==> config.mk <==
export PLATFORM = sky130hd
export DESIGN_NAME = mbox_handoff
export DESIGN_NICKNAME = d
export VERILOG_FILES = /design/src/rtl/mbox_pkg.sv /design/src/rtl/mbox_arb.sv /design/src/rtl/mbox_store.sv /design/src/rtl/mbox_rdport.sv /design/src/rtl/mbox_handoff.sv
export SDC_FILE = /design/constraint.sdc
export NUM_CORES = 1
export LEC_CHECK = 0
export ABC_AREA = 1
export ABC_CLOCK_PERIOD_IN_PS = 1750
export CORE_ASPECT_RATIO = 0.7
export CORE_UTILIZATION = 50
export CTS_BUF_LIST = sky130_fd_sc_hd__clkbuf_16
export DETAILED_ROUTE_END_ITERATION = 8
export GPL_ROUTABILITY_DRIVEN = 0
export GPL_TIMING_DRIVEN = 1
export HOLD_SLACK_MARGIN = 0.12
export PLACE_DENSITY = 0.76
export SLEW_MARGIN = 20
export SYNTH_ARGS = -nofsm -noshare
export SYNTH_HDL_FRONTEND = slang
export SYNTH_SLANG_ARGS = --single-unit
==> constraint.sdc <==
create_clock -name clk -period 1.75 [get_ports clk]
set_clock_uncertainty 0.1 [all_clocks]
set_input_delay 0.4375 -clock clk [delete_from_list [all_inputs] [get_ports clk]]
set_output_delay 0.4375 -clock clk [all_outputs]
set_load 0.005 [all_outputs]
==> src/rtl/mbox_pkg.sv <==
package mbox_pkg;
  localparam int unsigned MBOX_WORD_W = 32;
  localparam int unsigned MBOX_WORDS  = 8;

  // Which side, if any, writes storage this cycle
  typedef enum logic [1:0] {
    GR_NONE = 2'd0,
    GR_REQ  = 2'd1,
    GR_RSP  = 2'd2
  } mbox_grant_e;
endpackage

==> src/rtl/mbox_arb.sv <==
module mbox_arb
  import mbox_pkg::*;
(
  input  logic        owner_rsp,
  input  logic        req_wr_en,
  input  logic        rsp_wr_en,
  output mbox_grant_e grant,
  output logic        req_drop,
  output logic        rsp_drop
);
  // The owner flag alone picks the writer; a same-cycle collision resolves by ownership
  always_comb begin
    grant    = GR_NONE;
    req_drop = 1'b0;
    rsp_drop = 1'b0;
    if (owner_rsp) begin
      req_drop = req_wr_en;
      if (rsp_wr_en) grant = GR_RSP;
    end else begin
      rsp_drop = rsp_wr_en;
      if (req_wr_en) grant = GR_REQ;
    end
  end
endmodule

==> src/rtl/mbox_store.sv <==
module mbox_store
  import mbox_pkg::*;
#(
  parameter int unsigned WORD_W    = MBOX_WORD_W,
  parameter int unsigned NUM_WORDS = MBOX_WORDS
) (
  input  logic                                 clk,
  input  logic                                 rst_n,
  input  mbox_grant_e                          grant,
  input  logic [$clog2(NUM_WORDS)-1:0]         req_addr,
  input  logic [WORD_W-1:0]                    req_wdata,
  input  logic [WORD_W-1:0]                    rsp_wdata,
  output logic [NUM_WORDS-1:0][WORD_W-1:0]     words
);
  localparam int unsigned AW   = $clog2(NUM_WORDS);
  localparam int unsigned LAST = NUM_WORDS - 1;

  for (genvar g = 0; g < NUM_WORDS; g++) begin : g_word
    if (g == LAST) begin : g_hdr
      // Header word: top bit is the owner flag, forced by whichever side writes
      always_ff @(posedge clk or negedge rst_n) begin
        if (!rst_n)
          words[g] <= '0;
        else if (grant == GR_REQ && req_addr == AW'(g))
          words[g] <= {1'b1, req_wdata[WORD_W-2:0]};
        else if (grant == GR_RSP)
          words[g] <= {1'b0, rsp_wdata[WORD_W-2:0]};
      end
    end else begin : g_data
      always_ff @(posedge clk or negedge rst_n) begin
        if (!rst_n)
          words[g] <= '0;
        else if (grant == GR_REQ && req_addr == AW'(g))
          words[g] <= req_wdata;
      end
    end
  end
endmodule

==> src/rtl/mbox_rdport.sv <==
module mbox_rdport #(
  parameter int unsigned WORD_W    = 32,
  parameter int unsigned NUM_WORDS = 8
) (
  input  logic                             clk,
  input  logic                             rst_n,
  input  logic                             fn_reset,
  input  logic                             rd_en,
  input  logic [$clog2(NUM_WORDS)-1:0]     addr,
  input  logic [NUM_WORDS-1:0][WORD_W-1:0] words,
  output logic [WORD_W-1:0]                rdata,
  output logic                             rd_valid
);
  always_ff @(posedge clk or negedge rst_n) begin
    if (!rst_n) begin
      rdata    <= '0;
      rd_valid <= 1'b0;
    end else begin
      rd_valid <= rd_en;
      if (rd_en) rdata <= fn_reset ? '1 : words[addr];
    end
  end
endmodule

==> src/rtl/mbox_handoff.sv <==
module mbox_handoff
  import mbox_pkg::*;
#(
  parameter int unsigned WORD_W    = MBOX_WORD_W,
  parameter int unsigned NUM_WORDS = MBOX_WORDS,
  localparam int unsigned AW       = $clog2(NUM_WORDS)
) (
  input  logic              clk,
  input  logic              rst_n,
  input  logic              fn_reset,
  input  logic              req_wr_en,
  input  logic              req_rd_en,
  input  logic [AW-1:0]     req_addr,
  input  logic [WORD_W-1:0] req_wdata,
  output logic [WORD_W-1:0] req_rdata,
  output logic              req_rd_valid,
  output logic              req_err,
  input  logic              rsp_wr_en,
  input  logic [WORD_W-1:0] rsp_wdata,
  input  logic              rsp_rd_en,
  input  logic [AW-1:0]     rsp_addr,
  output logic [WORD_W-1:0] rsp_rdata,
  output logic              rsp_rd_valid,
  output logic              rsp_err,
  output logic              owner_rsp
);
  localparam int unsigned LAST = NUM_WORDS - 1;

  logic [NUM_WORDS-1:0][WORD_W-1:0] words;
  mbox_grant_e grant;
  logic req_drop, rsp_drop;

  assign owner_rsp = words[LAST][WORD_W-1];

  mbox_arb u_arb (
    .owner_rsp (owner_rsp),
    .req_wr_en (req_wr_en),
    .rsp_wr_en (rsp_wr_en),
    .grant     (grant),
    .req_drop  (req_drop),
    .rsp_drop  (rsp_drop)
  );

  mbox_store #(.WORD_W(WORD_W), .NUM_WORDS(NUM_WORDS)) u_store (
    .clk       (clk),
    .rst_n     (rst_n),
    .grant     (grant),
    .req_addr  (req_addr),
    .req_wdata (req_wdata),
    .rsp_wdata (rsp_wdata),
    .words     (words)
  );

  mbox_rdport #(.WORD_W(WORD_W), .NUM_WORDS(NUM_WORDS)) u_req_rd (
    .clk      (clk),
    .rst_n    (rst_n),
    .fn_reset (fn_reset),
    .rd_en    (req_rd_en),
    .addr     (req_addr),
    .words    (words),
    .rdata    (req_rdata),
    .rd_valid (req_rd_valid)
  );

  mbox_rdport #(.WORD_W(WORD_W), .NUM_WORDS(NUM_WORDS)) u_rsp_rd (
    .clk      (clk),
    .rst_n    (rst_n),
    .fn_reset (fn_reset),
    .rd_en    (rsp_rd_en),
    .addr     (rsp_addr),
    .words    (words),
    .rdata    (rsp_rdata),
    .rd_valid (rsp_rd_valid)
  );

  always_ff @(posedge clk or negedge rst_n) begin
    if (!rst_n) begin
      req_err <= 1'b0;
      rsp_err <= 1'b0;
    end else begin
      req_err <= req_drop;
      rsp_err <= rsp_drop;
    end
  end
endmodule

==> qor.txt <==
pre-CTS setup slack - -542 ps
Yosys top cell by area - dfrtp_1
CTS tree - done
synthesis-stage register bit count - 324
DRC viols - 0
Max-cap violations - 0
layout cell share with drive strength beyond 1 - 9.94%
CP cell instances - dlygate4sd2_1
fillers - 2926
RSZ-0062 raised after global routing - true
Die ar. - 35100 um^2
P_int - 15.1 mW
Post-Syn Instances - 2440
Final Cell Area - 21100 um^2
buffers and inverters on the worst path - 1
die width - 224 um
GRT busiest layer - met2
CP top delay family - flip-flops
Initial DRT Pass Iterations - 6
CP startpoint kind - flop
vias in the first global route - 16.6k
Req. time, crit path - 1210 ps
syn_area_per_cell - 7.05 um^2
num ports - 146
met3 usage in global routing - 6.53%
Detailed Place HPWL - 36100 um
maximum buffer depth of the clock tree - 3
die height - 157 um
Leak - 10.4 nW
drt wl/cell - 18.7 um
# setup viols final - 0
Syn-to-layout area delta - 22.5%
Seq pwr share - 45.8%
final hold violations - 0
worst r2r src - u_store.words[255]
starting DRC count in detailed routing - 2614
CP Class - flop to primary output
Vias - 17.6k
Num CTS Buffers - 34
Pins Over Slew Limit - 0
Worst Path Max Fanout - 2
critical path endpoint category - primary output
via/cell ratio - 5.74
All-Layer GR Usage - 32.5%
crit path time final - 1740 ps
share of the synthesized area in the top cell type - 47.2%
Initial Utilization - 51.0%
Nets - 2654
crit path launch - u_store.words[255]
critical path arrival - 1200 ps
Pwr per Cell Area - 1050 nW/um^2
row cnt - 56
crit-path max cell delay - 410 ps
switching share of power - 31.6%
placed cell areas - 19800 um^2
Yosys warning count - 0
ratio of final minimum period to clock period - 99.3%
first-pass GRT wire length - 89700 um
Reg clk slew, reported paths - 60 ps
fmax - 576 MHz
grt ovf - 0
initial antenna violation count - 0
met2 GRT Util - 51.9%
ANT nets after route - 0
core area - 33700 um^2
max_slew headroom - 56.1%
Setup WS post-layout - 13.0 ps
Port-buffer cells - 144
synthesized area - 17200 um^2
diode count - 0
distinct cell type count after synthesis - 20
clock root buffer - clkbuf_16
worst-skew pair later-pin latency - 530 ps
total wire length - 57200 um
syn_nets - 2517
combinational share of power - 22.3%
worst min-delay path category - input pin to asynchronous set/reset pin
slowest CP cell - dfrtp_2
register area share after synthesis - 47.2%
Slew @ Worst Pin - 658 ps
largest net degree at the start of global routing - 57
status - finished clean
synth top area cells - dfrtp_1 (47%), nand2_1 (24%), nand3_1 (9.3%)
CTS sink cnt - 324
NetSw - 6.98 mW
H-tree depth - 2
clock power share - 31.9%
GR Util met1 - 43.7%
IR drop worst, VDD - 0.601 mV
-- timing repair --
| item | in CTS | in global routing |
|---|---|---|
| buffers inserted | 7 | 3 |
| pin swaps | 2 | 4 |
| gates cloned | 0 | 3 |
| gates resized for setup | 79 | 26 |
| hold buffers | 1 | 0 |
| endpoints found under the setup margin | 85 | 99 |
| hold endpoints to repair | 33 | 0 |
-- worst register-to-register path: cells and delay by family (launching register included) --
kind | cells | cell delay, ps
AOI/OAI and AO/OA | 1 | 130
buffers and inverters | 3 | 460
DFF | 1 | 410
and+or+nand+nor | 4 | 550
-- final cells by class --
type | count | area (um^2) | share of cell area [%]
sequential | 324 | 8110 | 38.5
inverter | 107 | 405 | 1.93
tap | 464 | 581 | 2.76
clock inverter | 20 | 161 | 0.766
clock buffer | 35 | 876 | 4.16
multi-input combinational | 1839 | 7980 | 37.9
timing repair buffer | 271 | 2940 | 14.0
-- per-stage QoR --
stage                     hold slack (ps)  utilization (%)  std cells  power (mW)  TNS (ps)
after floorplan                      41.9                -       2440        13.0         0
after global placement                301             58.9       2991        14.8   -100960
after detailed placement              304             58.9       2991        15.0   -110690
after CTS                             362             61.9       3054        22.0         0
after global routing                  386             62.5       3060        23.2      -299
final                                 357             62.5       3060        22.1         0
-- power by group through the flow --
stage | sequential (mW) | clock, mW | combinational (mW)
3_5_place_dp | 10.1 | 0 | 4.90
3_3_place_gp | 10.1 | 0 | 4.69
6_report | 10.1 | 7.04 | 4.91
4_1_cts | 10.0 | 7.09 | 4.85
5_1_grt | 10.3 | 7.40 | 5.54
2_1_floorplan | 9.86 | 0 | 3.11
-- cells in the final DEF (no fill, tap or decap), types with 3 or more instances in the layout --
cell	n
inv_2	3
nor2_4	3
dlygate4sd2_1	56
buf_6	5
clkdlybuf4s50_1	69
clkbuf_16	38
nand3_1	318
nand3_2	4
inv_1	110
clkdlybuf4s15_1	12
clkinv_2	3
a21oi_1	95
buf_2	4
nor3_4	4
or2_2	64
nand2_1	1092
o21ai_1	18
buf_12	45
dfrtp_1	323
o21ai_0	110
nor2_1	97
buf_4	75
clkinv_1	6
bufinv_16	3
o211ai_1	31
-- state kept, by name, summed over array words and instances (netlist names) --
| signal | count |
|---|---|
| u_req_rd.rdata | 32 |
| rsp_err | 1 |
| u_req_rd.rd_valid | 1 |
| req_err | 1 |
| u_store.words | 256 |
| u_rsp_rd.rd_valid | 1 |
| u_rsp_rd.rdata | 32 |
-- Yosys cell counts (all sizes together) --
library cell,n
a21oi,96
o21ai,128
nand3,322
dfrtp,324
or2,64
clkbuf,79
nand2,1093
o211ai,31
nand4,1
buf,91
nor3,4
nor2,100
inv,107
-- worst paths after layout --
check | to | slack, ps | depth (start not counted)
max in group asynchronous | u_store.words[1] | 560 | 3
hold / removal | u_store.words[11] | 360 | 2
setup reg to reg | u_store.words[189] | 20 | 8
min in group clk | u_store.words[43] | 410 | 2
setup / recovery | owner_rsp | 10 | 1
hold reg to reg | u_store.words[43] | 410 | 2
-- per-layer routing --
metal  vias up  part of all wire (%)  wire (um)
li1       8019                     -          -
met1      8285                    41      23300
met2      1090                    45      25900
met3       167                    11       6260
met4         0                   3.0       1710
met5         -                     0          0
-- logic make-up (layout without fill, tap and decap cells) --
group	after synthesis	in the layout	share of synthesized area [%]
simple gates	1584	1584	38.3
buf+inv	277	433	6.63
compound gates	255	255	7.87
flops	324	324	47.2
Power figures use the tool's default switching activity.
